`config.mk`:
```
export PLATFORM = sky130hd
export DESIGN_NAME = pb_onoff_seq
export DESIGN_NICKNAME = d
export VERILOG_FILES = /design/src/rtl/pbs_pkg.sv /design/src/rtl/pbs_sync.sv /design/src/rtl/pbs_tick_counter.sv /design/src/rtl/pbs_ctrl.sv /design/src/rtl/pb_onoff_seq.sv
export SDC_FILE = /design/constraint.sdc
export NUM_CORES = 1
export LEC_CHECK = 0
export BUFFER_PORTS_ARGS = -buffer_cell sky130_fd_sc_hd__buf_2
export CELL_PAD_IN_SITES_DETAIL_PLACEMENT = 1
export CELL_PAD_IN_SITES_GLOBAL_PLACEMENT = 1
export CORE_UTILIZATION = 44
export CTS_BUF_LIST = sky130_fd_sc_hd__clkbuf_4 sky130_fd_sc_hd__clkbuf_8
export CTS_CLUSTER_SIZE = 20
export DETAILED_ROUTE_END_ITERATION = 8
export HOLD_SLACK_MARGIN = 0.1
export PLACE_DENSITY = 0.91
export REMOVE_ABC_BUFFERS = 1
export SYNTH_ARGS = -nofsm -noshare
export SYNTH_HDL_FRONTEND = slang
export SYNTH_SLANG_ARGS = --single-unit
```
`constraint.sdc`:
```
create_clock -name clk -period 6.2 [get_ports clk]
set_input_delay 0.31 -clock clk [delete_from_list [all_inputs] [get_ports clk]]
set_output_delay 0.31 -clock clk [all_outputs]
set_load 0.01 [all_outputs]
```
`src/rtl/pbs_pkg.sv`:
```
// Package: shared types for the pushbutton on/off sequencer.
// Assumes: nothing beyond IEEE 1800-2017.
package pbs_pkg;
    typedef enum logic [2:0] {
        ST_IDLE      = 3'd0,  // waiting for a press
        ST_BASE      = 3'd1,  // counting fixed base hold
        ST_EXTRA     = 3'd2,  // counting state-specific extra hold
        ST_WAIT_DONE = 3'd3,  // turn-off accepted, awaiting shutdown done
        ST_RELEASE   = 3'd4   // counting release debounce
    } pbs_state_e;
endpackage

```
`src/rtl/pbs_sync.sv`:
```
// Module: multi-flop level synchronizer.
// Assumes: input is a slow asynchronous level; reset value is the idle (high) level.
module pbs_sync #(
    parameter int STAGES = 2
) (
    input  logic clk,
    input  logic rst_n,
    input  logic d_async,
    output logic q_sync
);
    logic [STAGES-1:0] chain;

    // shift the asynchronous level through the flop chain
    always_ff @(posedge clk) begin
        if (!rst_n) chain <= '1;
        else        chain <= {chain[STAGES-2:0], d_async};
    end

    assign q_sync = chain[STAGES-1];
endmodule

```
`src/rtl/pbs_tick_counter.sv`:
```
// Module: saturating counter that advances on timebase ticks.
// Assumes: clear has priority over counting; count holds at its maximum value.
module pbs_tick_counter #(
    parameter int CNT_W = 8
) (
    input  logic             clk,
    input  logic             rst_n,
    input  logic             clr,
    input  logic             tick,
    output logic [CNT_W-1:0] count
);
    localparam logic [CNT_W-1:0] CNT_MAX = '1;

    // clear, or advance on a tick until saturated
    always_ff @(posedge clk) begin
        if (!rst_n)                          count <= '0;
        else if (clr)                        count <= '0;
        else if (tick && (count != CNT_MAX)) count <= count + 1'b1;
    end
endmodule

```
`src/rtl/pbs_ctrl.sv`:
```
// Module: press/release tracker and power-state sequencer.
// Assumes: pb_low is synchronized; count comes from a tick counter cleared by clr.
module pbs_ctrl
    import pbs_pkg::*;
#(
    parameter int CNT_W      = 8,
    parameter int BASE_TICKS = 26
) (
    input  logic             clk,
    input  logic             rst_n,
    input  logic             tick,
    input  logic             pb_low,
    input  logic [CNT_W-1:0] count,
    input  logic [CNT_W-1:0] on_extra,
    input  logic [CNT_W-1:0] off_extra,
    input  logic             shdn_done,
    output logic             clr,
    output logic             power_on,
    output logic             int_n,
    output logic             shdn_req
);
    localparam logic [CNT_W-1:0] BASE_LAST = CNT_W'(BASE_TICKS - 1);

    pbs_state_e       state, state_nxt;
    logic             set_on, clr_on, req_set;
    logic [CNT_W-1:0] extra_sel;

    // the extra hold depends on which command the press would give
    assign extra_sel = power_on ? off_extra : on_extra;

    // next state and counter control
    always_comb begin
        state_nxt = state;
        clr       = 1'b0;
        set_on    = 1'b0;
        clr_on    = 1'b0;
        req_set   = 1'b0;
        case (state)
            ST_IDLE: begin
                if (pb_low) begin
                    state_nxt = ST_BASE;
                    clr       = 1'b1;
                end
            end
            ST_BASE: begin
                if (!pb_low) begin
                    state_nxt = ST_IDLE;
                end else if (tick && (count == BASE_LAST)) begin
                    state_nxt = ST_EXTRA;
                    clr       = 1'b1;
                end
            end
            ST_EXTRA: begin
                if (!pb_low) begin
                    state_nxt = ST_IDLE;
                end else if (count >= extra_sel) begin
                    if (power_on) begin
                        state_nxt = ST_WAIT_DONE;
                        req_set   = 1'b1;
                    end else begin
                        state_nxt = ST_RELEASE;
                        set_on    = 1'b1;
                        clr       = 1'b1;
                    end
                end
            end
            ST_WAIT_DONE: begin
                if (shdn_done) begin
                    state_nxt = ST_RELEASE;
                    clr_on    = 1'b1;
                    clr       = 1'b1;
                end
            end
            ST_RELEASE: begin
                if (pb_low) begin
                    clr = 1'b1;
                end else if (tick && (count == BASE_LAST)) begin
                    state_nxt = ST_IDLE;
                end
            end
            default: state_nxt = ST_IDLE;
        endcase
    end

    // state, power flag and request pulse registers
    always_ff @(posedge clk) begin
        if (!rst_n) begin
            state    <= ST_IDLE;
            power_on <= 1'b0;
            shdn_req <= 1'b0;
        end else begin
            state    <= state_nxt;
            shdn_req <= req_set;
            if (set_on)      power_on <= 1'b1;
            else if (clr_on) power_on <= 1'b0;
        end
    end

    // interrupt is low while a turn-off is pending or in progress
    assign int_n = !(((state == ST_EXTRA) && power_on) || (state == ST_WAIT_DONE));
endmodule

```
`src/rtl/pb_onoff_seq.sv`:
```
// Module: top of the pushbutton on/off debounce sequencer.
// Assumes: tick is a one-cycle enable at the timebase rate; pb_n is asynchronous.
module pb_onoff_seq #(
    parameter int CNT_W       = 8,
    parameter int BASE_TICKS  = 26,
    parameter int SYNC_STAGES = 2
) (
    input  logic             clk,
    input  logic             rst_n,
    input  logic             tick,
    input  logic             pb_n,
    input  logic [CNT_W-1:0] on_extra,
    input  logic [CNT_W-1:0] off_extra,
    input  logic             shdn_done,
    output logic             power_on,
    output logic             int_n,
    output logic             shdn_req
);
    logic             pb_sync, cnt_clr;
    logic [CNT_W-1:0] cnt;

    pbs_sync #(.STAGES(SYNC_STAGES)) u_sync (
        .clk(clk), .rst_n(rst_n), .d_async(pb_n), .q_sync(pb_sync)
    );

    pbs_tick_counter #(.CNT_W(CNT_W)) u_cnt (
        .clk(clk), .rst_n(rst_n), .clr(cnt_clr), .tick(tick), .count(cnt)
    );

    pbs_ctrl #(.CNT_W(CNT_W), .BASE_TICKS(BASE_TICKS)) u_ctrl (
        .clk(clk), .rst_n(rst_n), .tick(tick), .pb_low(!pb_sync),
        .count(cnt), .on_extra(on_extra), .off_extra(off_extra),
        .shdn_done(shdn_done), .clr(cnt_clr), .power_on(power_on),
        .int_n(int_n), .shdn_req(shdn_req)
    );
endmodule

```
==> Word-level counts from Yosys, hierarchy flattened <==
Cells that the tools add are included.
{ "totals": {"wordCells": 57, "output_inout_bits": 3, "input_bits": 21, "reg_bits": 15} }
{ "classes": {"n_mux": 24, "n_addsub": 1, "n_reduce_logical": 11, "magnitude_cmp": 1, "n_eq_ne": 12, "n_bitwise": 3} }
{ "op_table": {"columns": ["op", "count"], "rows": [
  ["2-to-1 mux 3 bit", 9],
  ["one-hot mux 3 bit (5 select lines)", 1],
  ["2-to-1 mux 1 bit", 12],
  ["adder 8 x 1 -> 8 bit, second input constant", 1],
  ["equality test 8 x 5 -> 1 bit, second input constant", 1],
  [">= comparator 8 bit", 1],
  ["2-to-1 mux 8 bit", 1],
  ["!= test 8 bit, second input constant", 1],
  ["equality test 3 x 2 -> 1 bit, second input constant", 2],
  ["!= test 2 bit, second input constant", 3],
  ["!= test 3 x 2 -> 1 bit, second input constant", 2],
  ["AND reduction 6 bit", 1],
  ["one-hot mux 1 bit (4 select lines)", 1],
  ["OR reduction 2 bit", 2],
  ["OR reduction 4 bit", 1],
  ["equality test 3 x 1 -> 1 bit, second input constant", 1],
  ["equality test 3 bit, second input constant", 1],
  ["logical AND 1 bit", 3],
  ["zero test 3 bit", 1],
  ["inverter 1 bit", 3],
  ["!= test 2 x 1 -> 1 bit, second input constant", 1],
  ["nonzero test 2 bit", 1],
  ["zero test 1 bit", 1],
  ["logical OR 1 bit", 1]
]} }

==> Depth between registers and ports, before layout <==
Gate-level depths: netlist of run 1.
{ "logic_depth": {"word_depth": 6, "mapped_depth": 8, "mapped_depth_nobuf": 7} }

==> Cells and area by module <==
A second synthesis of run 1 with hierarchy kept.
{ "unflattened": {"hier_cells": 127, "area_unflattened_um2": 1141.1} }
{ "by_module_without_submodules": {"columns": ["mod", "cells_per_inst", "area_each_um2", "instances", "seq_area_each_um2"], "rows": [
  ["pbs_ctrl", 76, 663.1, 1, 100.1],
  ["pbs_tick_counter", 46, 421.7, 1, 160.2],
  ["pbs_sync", 4, 52.6, 1, 40.0],
  ["pb_onoff_seq", 1, 3.8, 1, 0.0]
]} }

==> Worst setup path after synthesis of run 1 <==
Ideal clock, no wire load.
{ "synth_timing": {"path_type": "register to register", "from": "register u_ctrl.power_on", "to": "register u_cnt.count[1]", "synth_period_minus_slack_ps": 2658, "stages_incl_launch_ff": 9, "required_ps": 6112, "setup_time_ps": 88, "slack_ps": 3542, "arrival_time_ps": 2570, "n_path_buf": 1, "cell_sequence": "dfxtp_1 -> buf_1 -> mux2i_1 -> ha_1 -> or3_2 -> a21oi_1 -> o31ai_2 -> a211o_2 -> a311oi_2"} }
{ "synth_via": {"elab_chain_cells": 6, "elab_cells_between_ends": 7, "classes_between": "1 x order compare; 5 x mux; 1 x reduce/logical"} }
{ "synth_lines": {"columns": ["element", "line_no", "text"], "rows": [
  ["from (decl)", "pbs_ctrl.sv:18", "output logic power_on,"],
  ["from (signal assigned)", "pbs_ctrl.sv:89", "power_on <= 1'b0;"],
  ["from (signal assigned)", "pbs_ctrl.sv:94", "if (set_on) power_on <= 1'b1;"],
  ["from (signal assigned)", "pbs_ctrl.sv:95", "else if (clr_on) power_on <= 1'b0;"],
  ["2-to-1 mux 8 bit", "pbs_ctrl.sv:29", "assign extra_sel = power_on ? off_extra : on_extra;"],
  [">= comparator 8 bit", "pbs_ctrl.sv:56", "end else if (count >= extra_sel) begin"],
  ["2-to-1 mux 1 bit (*)", "pbs_ctrl.sv:56", null],
  ["2-to-1 mux 1 bit (*)", "pbs_ctrl.sv:54", "if (!pb_low) begin"],
  ["one-hot mux 1 bit (4 select lines) (*)", "pbs_ctrl.sv:38", "case (state)"],
  ["OR reduction 2 bit (no line) (*)", null, null],
  ["to (signal assigned)", "pbs_tick_counter.sv:18", "else if (tick && (count != CNT_MAX)) count <= count + 1'b1;"],
  ["to (decl)", "pbs_tick_counter.sv:10", "output logic [CNT_W-1:0] count"]
]} }
Mark *: on every way between the ends. The rest lies on a longest branch, timed or not.
A chain may end at the register's enable or synchronous reset.

==> Final worst setup path of run 1 <==
Ends and elaborated chain as after synthesis.

==> impl_metrics.yaml, run 1 <==
clock_network:
  numCtsBuffers: 3
  cts_hold_buffers: 0
  htreeDepth: 1
  clock-root-buffer: "clkbuf_4"
  cts_setup_buffers: 0
  insertion_delay_ns: 0.30
  cts_tree: "yes"
  cts.reportedPaths.clkPinSlew_ns: 0.09
  clock_sinks: 15
  cts_buffer_depth: 2
  cts_resized: 0
detailed_routing:
  avgRoutedWirePerCell_um: 15.7
  dr.pass1.iters: 4
  wl_um: 2690
  vias: 977
  via_per_inst: 5.68
  antenna_left: 0
  drc: 0
  drt_iter0_markers: 8
timing:
  finClkSkew_ns: 0.00428
  final-setup-viol-count: 0
  hold_viol: 0
  final_max_slew_viol_count: 0
  worst_pin_slew_ns: 0.624
  period_share: 0.444
  period_needed_ns: 2.75
  fmax_ghz: 0.364
  slew_headroom: 0.584
  setup_tns_ns: 0
  rsz0062_at_grt: "no"
placement:
  hpwl_um: 2190
  placedCellCount: 168
  post_dp_cell_area_um2: 1200
  port_buffers: 23
  place_congestion: 0.881
logic_synthesis:
  synth_top_area_frac: 0.280
  yosysMostFrequentCell: "dfxtp_1"
  ys_async_sr_fraction: 0
  syn_area_um2: 1070
  synth.top_cells.by_count: "dfxtp_1, nor2_1, ha_1, nand2_1, mux2i_1"
  avgSynthCellArea_um2: 8.87
  ys_types: 44
  synth_top_area_cell: "dfxtp_1"
  yosysSeqAreaShare: 0.280
  synth_edf_count: 0
  ys_seq_elements: 15
  ys_top_cells_by_area: "dfxtp_1, ha_1, mux2i_1, nor2_1, nand2_1"
  syn-instance-count: 121
  synthFlopType: "dfxtp_1"
  yosysWarnings: 0
finish:
  area_growth_pct: 14.0
  fin_area_um2: 1220
  nets: 176
  drive_above_1_share: 0.264
  layoutNonFillerInstCount: 172
  antenna_cells: 0
global_route:
  grt_max_degree: 17
  groute.usage.overall: 0.245
  grt_pass1_wl_um: 4600
  overflow: 0
  antenna_found_initial: 0
  grt_pass1_vias: 1088
setup_path:
  crit_arrival_ns: 2.96
  critPathMaxFanout: 16
  cp.required_ns: 6.41
  r2r_start: "u_ctrl.power_on$_SDFFE_PN0P_"
  critPathLaunch: "u_ctrl.power_on$_SDFFE_PN0P_"
  start_kind: "flop"
  end_kind: "flop"
  path_class: "flop to flop"
die:
  die_h_um: 51.4
  coreArea_um2: 2250
  die-area_um2: 2640
  io_pins: 24
  row_count: 17
  start_util: 0.476
  fp.dieW_um: 51.4
run:
  max_cap_viol_count: 0
power:
  cellLeakagePower_uw: 0.000503
  ir_worst_vdd_v: 0.000148
  powerDensity_nw_per_um2: 222
  p_total_uw: 271
min_path:
  hold_class: "primary input to flop"
  hold_start: "pb_n"
status:
  status: "finished, final reports clean"
-- per-stage QoR --
| stage | utilization | worst slack (ns) | hold slack (ns) |
|---|---|---|---|
| floorplan | - | 3.70 | 0.383 |
| global placement | 0.531 | 3.61 | 0.390 |
| detailed placement | 0.531 | 3.46 | 0.401 |
| CTS | 0.543 | 3.44 | 0.191 |
| global route | 0.543 | 3.30 | 0.179 |
| finish | 0.543 | 3.45 | 0.197 |
-- cell usage in the layout (no fill, tap or decap), types with 2 or more instances in the layout --
cell type / count
o21ai_0: 5
nand3b_1: 3
nand4_1: 2
nand3_1: 2
nand2b_1: 5
xnor2_1: 4
xor2_1: 3
a21oi_1: 7
ha_1: 10
buf_2: 23
mux2_2: 2
clkbuf_4: 3
nor2_1: 11
dfxtp_1: 15
nand2_1: 10
mux2i_1: 8
inv_1: 4
-- where the power goes --
part	internal (uW)	total (uW)	switching, uW
clock network	24.1	58.8	34.7
logic	45.8	89.6	43.8
registers	105	123	17.7
total	175	271	96.3
-- cells by family (layout without fill, tap and decap cells) --
group / after synthesis / in the layout / share of synthesized area
DFF: 15 / 15 / 0.280
xor gates and xnor gates: 7 / 7 / 0.0571
buffers and inverters: 8 / 31 / 0.0396
AOI/OAI and AO/OA: 27 / 27 / 0.185
muxes: 10 / 10 / 0.0956
adders and majority gates: 10 / 10 / 0.117
and+or+nand+nor: 44 / 44 / 0.226
-- path summary, 6_finish.rpt --
check	end	slack [ns]	cells past startpoint
setup / recovery	u_cnt.count[1]$_SDFFE_PP0P_	3.45	7
hold / removal	u_sync.chain[0]$_SDFF_PN1_	0.20	2
setup reg to reg	u_cnt.count[1]$_SDFFE_PP0P_	3.45	7
hold reg to reg	u_sync.chain[1]$_SDFF_PN1_	0.42	1
-- sequential cells by signal, summed over array words and instances, names as in the netlist --
signal and count:
u_ctrl.shdn_req 1, u_ctrl.power_on 1, u_cnt.count 8, u_sync.chain 2, u_ctrl.state 3
-- worst max-delay path, stage by stage, from the launching register on --
cell	delay (ns)
dfxtp_1	0.73
mux2i_1	0.26
ha_1	0.24
or3_2	0.47
a21oi_1	0.20
o31ai_2	0.15
a211o_2	0.40
a311oi_2	0.21
-- layer usage --
| metal | global-route usage | up-vias | share of wire |
|---|---|---|---|
| met5 | 0 | - | 0 |
| met4 | 0.180 | 0 | 0.046 |
| met3 | 0.0536 | 14 | 0.034 |
| met2 | 0.416 | 29 | 0.46 |
| met1 | 0.264 | 443 | 0.46 |
| li1 | - | 491 | - |
-- area by class of cell --
cell class              count  area [um2]
fillers                   292        1030
well taps                  28        35.0
inverters                   4        15.0
clock buffers               3        22.5
flip-flops and latches     15         300
multi-input cells          98         731
repair buffers             23         115
clock inverters             1        5.00
Power figures use the tool's default switching activity.
==> inputs of run 2 (changes only) <==
--- a/config.mk
+++ b/config.mk
@@ -8,12 +8,12 @@
 export BUFFER_PORTS_ARGS = -buffer_cell sky130_fd_sc_hd__buf_2
 export CELL_PAD_IN_SITES_DETAIL_PLACEMENT = 1
 export CELL_PAD_IN_SITES_GLOBAL_PLACEMENT = 1
-export CORE_UTILIZATION = 44
+export CORE_UTILIZATION = 41
 export CTS_BUF_LIST = sky130_fd_sc_hd__clkbuf_4 sky130_fd_sc_hd__clkbuf_8
 export CTS_CLUSTER_SIZE = 20
 export DETAILED_ROUTE_END_ITERATION = 8
 export HOLD_SLACK_MARGIN = 0.1
-export PLACE_DENSITY = 0.91
+export PLACE_DENSITY = 0.86
 export REMOVE_ABC_BUFFERS = 1
 export SYNTH_ARGS = -nofsm -noshare
 export SYNTH_HDL_FRONTEND = slang
==> constraint.sdc (replaced) <==
create_clock -name clk -period 2.68 [get_ports clk]
set_input_delay 0.134 -clock clk [delete_from_list [all_inputs] [get_ports clk]]
set_output_delay 0.134 -clock clk [all_outputs]
set_load 0.01 [all_outputs]
==> run 2 against run 1 <==
Effect of this change:
- critical path depth unchanged
- largest cell class unchanged
- via count increased by 2.6%
- design area increased by 3.9%
- flip-flop and latch count stayed put
==> impl_metrics.yaml, run 2 (synthesis results as in run 1) <==
status:
  status: "finished, final reports clean"
finish:
  area_growth_pct: 18.4
  reg_top3: "u_cnt.count x8, u_ctrl.state x3, u_sync.chain x2"
  fillCellCount: 313
  largest_register_ffs: 8
  largest-register: "u_cnt.count"
  antenna_cells: 0
  drive_above_1_share: 0.268
  layout_common_cells: "buf_2, dfxtp_1, nor2_1, nand2_1, ha_1"
  final_common_cell: "buf_2"
  nets: 181
  fin_util: 0.513
timing:
  hold_viol: 0
  period_share: 0.915
  final_max_slew_viol_count: 0
  finClkSkew_ns: 0.00539
  rsz0062_at_grt: "no"
  slew_headroom: 0.711
  final-setup-viol-count: 0
  worst_pin_slew_ns: 0.427
  fmax_ghz: 0.408
  setup_tns_ns: 0
  period_needed_ns: 2.45
die:
  start_util: 0.433
  coreArea_um2: 2480
  die_h_um: 53.2
  fp.dieW_um: 53.2
  row_count: 18
  die-area_um2: 2830
  io_pins: 24
detailed_routing:
  drt_iter0_markers: 20
  drc: 0
  via_per_inst: 5.60
  wl_um: 2700
  avgRoutedWirePerCell_um: 15.1
  dr.pass1.iters: 4
  vias: 1002
  antenna_left: 0
global_route:
  grt_pass1_wl_um: 4710
  antenna_found_initial: 0
  grt_pass1_vias: 1083
  groute.usage.overall: 0.232
  grt_max_degree: 12
  overflow: 0
setup_path:
  path_class: "flop to flop"
  critPathMaxFanout: 8
  start_kind: "flop"
  critPathMaxStageDelay_ns: 0.51
  crit_arrival_ns: 2.67
  crit_path_top_delay_cell: "dfxtp_1"
  cp.required_ns: 2.90
  path_cells: "mux2i_1 -> ha_1 -> or3_2 -> a21oi_1 -> o31ai_2 -> a211o_2 -> a311oi_2"
  crit_family: "compound AO/OA/AOI/OAI gates"
  path_buf_inv: 0
  end_kind: "flop"
clock_network:
  htreeDepth: 1
  cts_tree: "yes"
  cts_buffer_depth: 2
  clock_sinks: 15
  numCtsBuffers: 3
  clock-root-buffer: "clkbuf_4"
  cts_setup_buffers: 0
  insertion_delay_ns: 0.30
  cts.reportedPaths.clkPinSlew_ns: 0.09
placement:
  place_congestion: 0.803
  port_buffers: 23
  hpwl_um: 2190
power:
  powerDensity_nw_per_um2: 487
  ir_worst_vdd_v: 0.000326
  cellLeakagePower_uw: 0.000525
  p_total_uw: 619
min_path:
  hold_class: "primary input to flop"
run:
  max_cap_viol_count: 0
-- run 2: cell types whose count changed in the layout (fill, tap and decap cells not counted), sizes merged --
| cell | change |
|---|---|
| buf | +2 |
| dlygate4sd3 | +3 |
-- run 2: final timing paths --
check,from,endpoint,slack [ns],cells after the start
setup / recovery,u_ctrl.power_on$_SDFFE_PN0P_,u_cnt.count[1]$_SDFFE_PP0P_,0.23,7
hold / removal,tick,u_cnt.count[1]$_SDFFE_PP0P_,0.16,2
setup reg to reg,u_ctrl.power_on$_SDFFE_PN0P_,u_cnt.count[1]$_SDFFE_PP0P_,0.23,7
hold reg to reg,u_sync.chain[0]$_SDFF_PN1_,u_sync.chain[1]$_SDFF_PN1_,0.46,1
-- run 2: per-layer routing --
layer | part of all wire | vias up | GRT usage
li1 | - | 496 | -
met3 | 0.032 | 4 | 0.0316
met5 | 0 | - | 0
met1 | 0.43 | 482 | 0.278
met4 | 0.012 | 0 | 0.0833
met2 | 0.52 | 20 | 0.414
-- run 2: area by class of cell --
| type | count | area (um2) | area share |
|---|---|---|---|
| clock inverter | 1 | 5.00 | 0.00394 |
| inverter | 4 | 15.0 | 0.0118 |
| multi-input combinational | 98 | 731 | 0.575 |
| tap | 30 | 37.5 | 0.0295 |
| timing repair buffer | 28 | 160 | 0.126 |
| clock buffer | 3 | 22.5 | 0.0177 |
| sequential | 15 | 300 | 0.236 |
-- run 2: repair_timing --
action | in CTS | in global routing
resized for setup | 0 | 0
hold endpoints to repair | 2 | 0
hold buffers | 3 | 0
-- run 2: report_power, final --
part,switching (uW),total [uW],internal [uW]
Clock,76.6,132,55.7
Sequential,39.8,283,243
Combinational,95.6,204,109
-- run 2: stage by stage --
stage	worst slack (ns)	hold WS, ns	cell area [um2]	cells
final	0.227	0.158	1270	179
after global routing	0.0911	0.162	1270	179
after CTS	0.223	0.142	1270	179
after detailed placement	0.239	0.331	1210	172
after global placement	0.325	0.318	1210	172
after floorplan	0.182	0.207	1050	117
